$ cat config.mk
export PLATFORM = sky130hd
export DESIGN_NAME = stereo_word_rx
export DESIGN_NICKNAME = d
export VERILOG_FILES = /design/src/rtl/swr_pkg.sv /design/src/rtl/swr_input_sync.sv /design/src/rtl/swr_deser.sv /design/src/rtl/swr_pairer.sv /design/src/rtl/stereo_word_rx.sv
export SDC_FILE = /design/constraint.sdc
export NUM_CORES = 1
export LEC_CHECK = 0
export BUFFER_PORTS_ARGS = -buffer_cell sky130_fd_sc_hd__buf_2
export CORE_MARGIN = 4
export CORE_UTILIZATION = 50
export CTS_CLUSTER_SIZE = 40
export DETAILED_ROUTE_END_ITERATION = 7
export GPL_TIMING_DRIVEN = 0
export PLACE_DENSITY = 0.68
export SLEW_MARGIN = 20
export SYNTH_ARGS = -nofsm -noshare
export SYNTH_HDL_FRONTEND = slang
export SYNTH_SLANG_ARGS = --single-unit
$ cat constraint.sdc
create_clock -name clk -period 2.65 [get_ports clk]
set_clock_uncertainty 0.1 [all_clocks]
set_input_delay 0.1325 -clock clk [delete_from_list [all_inputs] [get_ports clk]]
set_output_delay 0.1325 -clock clk [all_outputs]
set_load 0.005 [all_outputs]
$ cat src/rtl/swr_pkg.sv
`timescale 1ns/1ps
package swr_pkg;
  typedef enum logic {
    MODE_SHARED   = 1'b0,
    MODE_TWO_LINE = 1'b1
  } rx_mode_e;

  // Lane positions inside the synchronized input vector
  localparam int unsigned LANE_BCLK  = 0;
  localparam int unsigned LANE_FRAME = 1;
  localparam int unsigned LANE_SDATA = 2;
  localparam int unsigned LANE_AUX   = 3;
  localparam int unsigned LANE_COUNT = 4;
endpackage

$ cat src/rtl/swr_input_sync.sv
`timescale 1ns/1ps
module swr_input_sync #(
  parameter int unsigned STAGES = 2,
  parameter int unsigned LANES  = 4
) (
  input  logic             clk,
  input  logic             rst,
  input  logic [LANES-1:0] raw_i,
  output logic [LANES-1:0] sync_o,
  output logic             bclk_rise_o
);
  logic bclk_q;

  for (genvar g = 0; g < LANES; g++) begin : g_lane
    logic [STAGES-1:0] chain;
    always_ff @(posedge clk) begin
      if (rst) chain <= '0;
      else     chain <= {chain[STAGES-2:0], raw_i[g]};
    end
    assign sync_o[g] = chain[STAGES-1];
  end

  // Lane 0 carries the bit clock; a rising edge gives a one-cycle strobe
  always_ff @(posedge clk) begin
    if (rst) bclk_q <= 1'b0;
    else     bclk_q <= sync_o[0];
  end
  assign bclk_rise_o = sync_o[0] & ~bclk_q;
endmodule

$ cat src/rtl/swr_deser.sv
`timescale 1ns/1ps
module swr_deser #(
  parameter int unsigned WORD_W = 16
) (
  input  logic              clk,
  input  logic              rst,
  input  logic              rise_i,
  input  logic              two_line_i,
  input  logic              frame_i,
  input  logic              sd_a_i,
  input  logic              sd_b_i,
  output logic              done_o,
  output logic              lvl_o,
  output logic [WORD_W-1:0] word_a_o,
  output logic [WORD_W-1:0] word_b_o
);
  localparam int unsigned CNT_W = $clog2(WORD_W + 1);
  localparam logic [CNT_W-1:0] CNT_FULL = CNT_W'(WORD_W);
  localparam logic [CNT_W-1:0] CNT_LAST = CNT_W'(WORD_W - 1);

  logic             prev_f;
  logic             have_prev;
  logic             boundary;
  logic             shift_en;
  logic [CNT_W-1:0] cnt;     // CNT_FULL means idle / waiting for a boundary
  logic [1:0]       lane_bit;
  logic [WORD_W-1:0] lane_sh [2];

  always_comb begin
    if (two_line_i) boundary = have_prev && prev_f && !frame_i;
    else            boundary = have_prev && (prev_f != frame_i);
  end

  assign shift_en = rise_i && (boundary || (cnt < CNT_FULL));
  assign lane_bit = {sd_b_i, sd_a_i};

  for (genvar g = 0; g < 2; g++) begin : g_shift
    always_ff @(posedge clk) begin
      if (rst)           lane_sh[g] <= '0;
      else if (shift_en) lane_sh[g] <= {lane_sh[g][WORD_W-2:0], lane_bit[g]};
    end
  end

  assign word_a_o = lane_sh[0];
  assign word_b_o = lane_sh[1];

  always_ff @(posedge clk) begin
    if (rst) begin
      prev_f    <= 1'b0;
      have_prev <= 1'b0;
      cnt       <= CNT_FULL;
      lvl_o     <= 1'b0;
      done_o    <= 1'b0;
    end else begin
      done_o <= 1'b0;
      if (rise_i) begin
        prev_f    <= frame_i;
        have_prev <= 1'b1;
        if (boundary) begin
          cnt   <= CNT_W'(1);
          lvl_o <= frame_i;
        end else if (cnt < CNT_FULL) begin
          cnt <= cnt + 1'b1;
          if (cnt == CNT_LAST) done_o <= 1'b1;
        end
      end
    end
  end

  // a finished word always follows a sampling edge
  assert_done_after_edge_R3: assert property (@(posedge clk) disable iff (rst)
    done_o |-> $past(rise_i));
  // a word is reported only with a full bit count
  assert_done_full_count_R3: assert property (@(posedge clk) disable iff (rst)
    done_o |-> (cnt == CNT_FULL));
  // a boundary edge restarts counting at the first bit
  assert_restart_on_boundary_R7: assert property (@(posedge clk) disable iff (rst)
    (rise_i && boundary) |=> (cnt == CNT_W'(1)) && !done_o);
endmodule

$ cat src/rtl/swr_pairer.sv
`timescale 1ns/1ps
module swr_pairer #(
  parameter int unsigned WORD_W       = 16,
  parameter int unsigned UPDATE_EDGES = 5
) (
  input  logic              clk,
  input  logic              rst,
  input  logic              rise_i,
  input  logic              two_line_i,
  input  logic              pol_i,
  input  logic              done_i,
  input  logic              lvl_i,
  input  logic [WORD_W-1:0] word_a_i,
  input  logic [WORD_W-1:0] word_b_i,
  output logic [WORD_W-1:0] left_o,
  output logic [WORD_W-1:0] right_o,
  output logic              valid_o
);
  localparam int unsigned LAT_W = $clog2(UPDATE_EDGES + 1);
  localparam logic [LAT_W-1:0] LAT_LAST = LAT_W'(UPDATE_EDGES - 1);

  logic              is_left;
  logic [WORD_W-1:0] stage;
  logic              stage_v;
  logic [WORD_W-1:0] pend_l;
  logic [WORD_W-1:0] pend_r;
  logic              pend;
  logic [LAT_W-1:0]  lat;

  assign is_left = lvl_i ^ pol_i;

  always_ff @(posedge clk) begin
    if (rst) begin
      stage   <= '0;
      stage_v <= 1'b0;
      pend_l  <= '0;
      pend_r  <= '0;
      pend    <= 1'b0;
      lat     <= '0;
      left_o  <= '0;
      right_o <= '0;
      valid_o <= 1'b0;
    end else begin
      valid_o <= 1'b0;
      if (done_i) begin
        if (two_line_i) begin
          pend_l <= word_a_i;
          pend_r <= word_b_i;
          pend   <= 1'b1;
          lat    <= '0;
        end else if (is_left) begin
          stage   <= word_a_i;
          stage_v <= 1'b1;
        end else if (stage_v) begin
          pend_l  <= stage;
          pend_r  <= word_a_i;
          pend    <= 1'b1;
          lat     <= '0;
          stage_v <= 1'b0;
        end
      end else if (pend && rise_i) begin
        if (lat == LAT_LAST) begin
          left_o  <= pend_l;
          right_o <= pend_r;
          valid_o <= 1'b1;
          pend    <= 1'b0;
        end else begin
          lat <= lat + 1'b1;
        end
      end
    end
  end

  // strobe lasts a single cycle
  assert_strobe_single_R4: assert property (@(posedge clk) disable iff (rst)
    valid_o |=> !valid_o);
  // outputs move only together with the strobe
  assert_outputs_hold_R4: assert property (@(posedge clk) disable iff (rst)
    !valid_o |-> ($stable(left_o) && $stable(right_o)));
  // a load is always preceded by a waiting pair
  assert_load_after_wait_R4: assert property (@(posedge clk) disable iff (rst)
    valid_o |-> $past(pend));
  // pairing only ever happens from a staged left word in shared-line mode
  assert_pair_needs_stage_R5: assert property (@(posedge clk) disable iff (rst)
    (done_i && !two_line_i && !is_left && !stage_v) |=> !pend || $past(pend));
endmodule

$ cat src/rtl/stereo_word_rx.sv
`timescale 1ns/1ps
module stereo_word_rx
  import swr_pkg::*;
#(
  parameter int unsigned WORD_W       = 16,
  parameter int unsigned UPDATE_EDGES = 5,
  parameter int unsigned SYNC_STAGES  = 2
) (
  input  logic              clk,
  input  logic              rst,
  input  logic              two_line_i,
  input  logic              bclk_i,
  input  logic              frame_i,
  input  logic              sdata_i,
  input  logic              aux_i,
  output logic [WORD_W-1:0] left_o,
  output logic [WORD_W-1:0] right_o,
  output logic              valid_o
);
  rx_mode_e                mode;
  logic                    two_line;
  logic [LANE_COUNT-1:0]   raw;
  logic [LANE_COUNT-1:0]   syn;
  logic                    rise;
  logic                    done;
  logic                    lvl;
  logic [WORD_W-1:0]       word_a;
  logic [WORD_W-1:0]       word_b;

  assign mode     = rx_mode_e'(two_line_i);
  assign two_line = (mode == MODE_TWO_LINE);

  always_comb begin
    raw             = '0;
    raw[LANE_BCLK]  = bclk_i;
    raw[LANE_FRAME] = frame_i;
    raw[LANE_SDATA] = sdata_i;
    raw[LANE_AUX]   = aux_i;
  end

  swr_input_sync #(.STAGES(SYNC_STAGES), .LANES(LANE_COUNT)) u_sync (
    .clk         (clk),
    .rst         (rst),
    .raw_i       (raw),
    .sync_o      (syn),
    .bclk_rise_o (rise)
  );

  swr_deser #(.WORD_W(WORD_W)) u_deser (
    .clk        (clk),
    .rst        (rst),
    .rise_i     (rise),
    .two_line_i (two_line),
    .frame_i    (syn[LANE_FRAME]),
    .sd_a_i     (syn[LANE_SDATA]),
    .sd_b_i     (syn[LANE_AUX]),
    .done_o     (done),
    .lvl_o      (lvl),
    .word_a_o   (word_a),
    .word_b_o   (word_b)
  );

  swr_pairer #(.WORD_W(WORD_W), .UPDATE_EDGES(UPDATE_EDGES)) u_pair (
    .clk        (clk),
    .rst        (rst),
    .rise_i     (rise),
    .two_line_i (two_line),
    .pol_i      (syn[LANE_AUX]),
    .done_i     (done),
    .lvl_i      (lvl),
    .word_a_i   (word_a),
    .word_b_i   (word_b),
    .left_o     (left_o),
    .right_o    (right_o),
    .valid_o    (valid_o)
  );
endmodule

**Word level (Yosys, flattened, before mapping)**

Memories as Yosys holds them, arrays and structs flattened.
Index checks and enable logic that the tools add are counted.

- Bits in writable memories: 32
- Logic and storage cells: 92
- Output and inout bits: 33
- Memories: 1
- Register bits: 104
- Bits of input ports: 7

- Magnitude comparators: 1
- Muxes and demuxes: 31
- $add $sub $neg: 2
- Eq/ne operators: 7
- Reduce and logical (&&, ||, !) cells: 21
- Bitwise gates (word level): 10

Memories:

| memory | depth | width | rd ports | clocked after Yosys merged registers in | write ports | RTL line | source |
|---|---|---|---|---|---|---|---|
| u_deser.lane_sh | 2 | 16 | 2 | 0 | 2 | swr_deser.sv:27 | `logic [WORD_W-1:0] lane_sh [2];` |

Operators with widths:

| operator | count |
|---|---|
| 16-bit 2-to-1 mux | 8 |
| 3-bit 2-to-1 mux | 6 |
| 1-bit 2-to-1 mux | 15 |
| 5-bit 2-to-1 mux | 2 |
| 3-bit AND reduction | 3 |
| 4-bit AND reduction | 2 |
| 2-bit nonzero test | 4 |
| 3-bit != test, second input constant | 2 |
| 1-bit inverter | 6 |
| 2-bit AND reduction | 3 |
| 5-bit by 1-bit adder with 5-bit output, second input constant | 1 |
| 5-bit by 4-bit == test with 1-bit output, second input constant | 1 |
| 1-bit logical AND | 5 |
| 5-bit < comparator, second input constant | 1 |
| 4-bit OR reduction | 1 |
| 3-bit by 1-bit adder with 3-bit output, second input constant | 1 |
| 3-bit == test, second input constant | 1 |
| 3-bit OR reduction | 1 |
| 2-bit by 1-bit != test with 1-bit output, second input constant | 1 |
| 2-bit != test, second input constant | 1 |
| 1-bit bitwise OR | 2 |
| 1-bit bitwise AND | 1 |
| 1-bit zero test | 1 |
| 1-bit logical OR | 1 |
| 2 further kinds | 2 |

**Logic depth before layout (Yosys ltp)**

- Depth in word-level cells: 9
- Gate-level depth with buffers: 7

**Cells and area by module**

A second synthesis with hierarchy kept.

- Cell total of the unflattened synthesis: 539
- Area total of the unflattened synthesis: 5353.9 um^2

Modules (own cells, without submodules):

| module | sequential area each (um^2) | times used | cells each | area an instance (um^2) |
|---|---|---|---|---|
| swr_pairer | 1721.7 | 1 | 394 | 3410.8 |
| swr_deser | 1141.1 | 1 | 122 | 1670.4 |
| swr_input_sync | 180.2 | 1 | 23 | 272.8 |

**Least setup slack after synthesis**

No wires, ideal clock.

- Kind: register -> register
- From: register u_deser.prev_f
- To: memory u_deser.lane_sh[0][0] (enable)
- Setup time: 0.375 ns
- Slack: 0.820 ns
- Required time: 2.175 ns
- Buffers on the path: 1
- Stages on the path, launching flop included: 5
- Data arrival time: 1.355 ns
- Path through: dfxtp_1 nand4bb_1 buf_2 a31oi_1 or2_2

RTL lines:

| what | RTL line | source |
|---|---|---|
| from (decl) | swr_deser.sv:21 | `logic prev_f;` |
| from (signal assigned) | swr_deser.sv:57 | `prev_f <= frame_i;` |
| to (decl) | swr_deser.sv:27 |  |

==> flow_metrics.py <==
metrics = {
    "power": {
        "p_sw_share_pct": 22.36,
        "p_clk_share_pct": 49.4,
        "ir_worst_vdd_mv": 0.4612,
        "p_per_area_nw_per_um2": 674.7,
        "switchingPower_mw": 1.018,
        "power.share.sequential_pct": 47.5,
        "p_comb_share_pct": 3.1,
        "leakage_nw": 2.691,
        "p_int_mw": 3.536,
    },
    "timing": {
        "min_period_ns": 2.176,
        "setup_violations": 0,
        "hold_violations": 0,
        "worst_pin_slew_ns": 0.8299,
        "fin_crit_sh_pct": 82.12,
        "clock.fmax_mhz": 459.5,
        "whs_ns": 0.1923,
        "fin_ws_ns": 0.4737,
        "fin_setup_tns_ns": 0,
        "slew_headroom_pct": 43.92,
        "rsz0062_at_grt": "false",
        "final_max_slew_viol_count": 0,
    },
    "setup_path": {
        "critical_path_arrival_ns": 2.12,
        "slowest_stage": "or2_2",
        "r2r_setup_slack_ns": 0.47,
        "critPathKind": "reg -> reg",
        "cp_max_fo": 32,
        "r2r_cells": 4,
        "r2r_start": "u_sync.g_lane[0].chain[1]",
        "worstPathRequired_ns": 2.59,
        "crit_path_cell_trace": "nand2b_1 > clkbuf_1 > a31oi_1 > or2_2",
        "crit_path_end_kind": "flop",
        "r2r_end": "u_deser.lane_sh[0][8]",
        "cp_slowest_stage_delay_ns": 0.66,
        "cp-start-kind": "flop",
    },
    "detailed_routing": {
        "vias_per_cell": 5.452,
        "first_pass_iters": 5,
        "route.vias.total": 4307,
        "drc": 0,
        "drtAntennaViolNets": 0,
        "postRouteWirelength_um": 13270,
        "wl_per_cell_um": 16.79,
        "drt_iter0_drc": 480,
    },
    "grt": {
        "antenna_found_initial": 0,
        "grt_pass1_wl_um": 21400,
        "grt.overflow.total": 0,
        "grt_max_degree": 33,
        "globalRouteTotalUtil_pct": 20.73,
        "grt_pass1_vias": 4105,
    },
    "floorplanning": {
        "die_x_um": 115.5,
        "core_region_area_um2": 11080,
        "io_pins": 40,
        "die_area_um2": 13330,
        "die_h_um": 115.5,
        "initial_utilization_pct": 52.13,
        "row_count": 38,
    },
    "flow_run": {
        "maxCapViolations": 0,
    },
    "yosys": {
        "ys_seq_area_share_pct": 52.69,
        "yosys.area.top_type": "dfxtp_1",
        "async_reset_ff_share_pct": 0,
        "ys_warn_count": 0,
        "synth_top_cell_area_share_pct": 36.05,
        "synth_edf_count": 32,
        "synth.avg_cell_area_um2": 10.01,
        "synth_seq_cells": 136,
        "synth_ff_type": "dfxtp_1",
        "netlist_instances": 577,
        "synth_nets": 588,
        "ys_types": 47,
        "synthTopCellsByArea": "dfxtp_1 (36%), edfxtp_1 (17%), mux2_1 (5.7%)",
        "syn_area_um2": 5776,
    },
    "clock_tree": {
        "clock_latency_ns": 0.41,
        "cts_hold_buf": 4,
        "clk_root_buffer_cell": "clkbuf_16",
        "clk_pin_slew_worst_paths_ns": 0.06,
        "clock-sinks": 136,
        "post-cts-setup-buffer-count": 0,
        "cts_tree": "yes",
        "clockBufferDepth": 2,
        "numCtsBuffers": 17,
        "htree_levels": 4,
        "ctsResizeCount": 0,
    },
    "finish": {
        "syn_to_final_growth_pct": 16.85,
        "antenna_cells": 0,
        "fin_cells": 790,
        "finalNetCount": 648,
        "drive_gt1_share_pct": 13.38,
        "utilization_pct": 60.92,
    },
    "placed_design": {
        "port_buffers": 37,
        "hpwl_um": 9466,
        "pre_cts_slack_ns": 0.3309,
        "gp_congestion": 0.8355,
        "place_inst": 754,
    },
    "min_path": {
        "min-delay-start": "two_line_i",
        "worstHoldPathCells": 4,
        "min_to": "u_pair.pend_l[0]",
        "min_path_type": "in -> reg",
    },
    "status": {
        "outcome": "finished, final reports clean",
    },
}
[flip-flops by register name (all words and copies together) (netlist names), 3 cells and up]
register,cells
u_pair.left_o,16
u_deser.cnt,5
u_pair.stage,16
u_pair.right_o,16
u_pair.pend_l,16
u_deser.lane_sh,32
u_pair.lat,3
u_pair.pend_r,16
u_sync.g_lane.chain,8
[worst max-delay path, delay by kind of cell (launching register included)]
| kind | cells | cell delay, ns |
|---|---|---|
| AND/OR/NAND/NOR | 2 | 0.74 |
| buffers and inverters | 1 | 0.22 |
| flip-flops | 1 | 0.43 |
| AO/OA/AOI/OAI | 1 | 0.29 |
[worst max-delay path by stage]
stage	from	end	slack (ns)	depth (start not counted)
after global routing	u_sync.g_lane[0].chain[1]	u_deser.lane_sh[0][8]	0.29	4
after CTS	u_sync.g_lane[0].chain[1]	u_deser.lane_sh[0][8]	0.47	4
after detailed placement	rst	u_deser.lane_sh[1][7]	0.33	3
after global placement	rst	u_deser.lane_sh[0][9]	0.37	3
after floorplan	u_deser.prev_f	u_deser.lane_sh[0][0]	0.82	4
final	u_sync.g_lane[0].chain[1]	u_deser.lane_sh[0][8]	0.47	4
[placed cells by master (no fill, tap or decap), types with 6 or more instances in the layout]
cell	synthesis	routed
a21oi_1	54	54
mux2_1	29	29
edfxtp_1	32	32
nand3_1	49	49
nand2_1	8	8
inv_1	6	6
o21ai_0	51	51
nand2b_1	6	6
dfxtp_1	104	104
nor2_1	36	36
nor2b_1	46	46
clkbuf_1	33	33
clkbuf_16	0	18
and2_1	32	32
mux2i_1	32	32
buf_2	5	42
[final cells by class]
type / count / area [um^2]
Clock buffer: 18 / 450.4
Clock inverter: 14 / 122.6
Inverter: 6 / 22.52
Timing Repair Buffer: 41 / 225.2
Fill cell: 954 / 4329
Buffer: 48 / 216.5
Tap cell: 140 / 175.2
Multi-Input combinational cell: 387 / 2494
Sequential cell: 136 / 3043
[per-stage QoR]
| step | cell area, um^2 | total power, mW |
|---|---|---|
| floorplan | 5776 | 2.293 |
| global placement | 6136 | 2.341 |
| detailed placement | 6136 | 2.344 |
| CTS | 6749 | 4.571 |
| global route | 6749 | 4.682 |
| finish | 6749 | 4.554 |
[cell usage after synthesis (all sizes together) (2+ instances only)]
cell type	count
dfxtp	104
inv	6
nand3b	3
and3b	2
clkbuf	36
o32ai	2
a31oi	3
and2	32
buf	12
edfxtp	32
nor2b	46
nand4	2
nand2	8
nor2	36
mux2	32
a21oi	54
o21a	2
ha	4
nand3	49
o21ai	51
o211ai	2
mux2i	32
nand2b	6
or3	3
[power groups by stage]
stage / clock (mW) / sequential (mW) / combinational (mW)
after floorplan: 0 / 2.20 / 0.0928
after global placement: 0 / 2.21 / 0.133
after detailed placement: 0 / 2.21 / 0.134
after CTS: 2.27 / 2.16 / 0.140
after global routing: 2.36 / 2.17 / 0.153
final: 2.25 / 2.17 / 0.139
[routing by layer]
layer / global-route usage [%] / wire length (um) / up-vias
met2: 32.72 / 6177 / 95
li1: - / - / 2144
met1: 28.55 / 6439 / 2060
met3: 5.117 / 562 / 8
met4: 5.869 / 88 / 0
met5: 0 / 0 / -
[cell families after synthesis]
family,after synthesis,share of synthesized area (%)
flip-flops,136,52.69
XOR/XNOR,2,0.4334
AO/OA/AOI/OAI,121,11.46
multiplexers,64,11.79
AND/OR/NAND/NOR,196,18.63
adder cells (fa/ha/maj),4,0.8666
buffers and inverters,54,4.138
No activity file was read; power rests on OpenSTA's default activity.
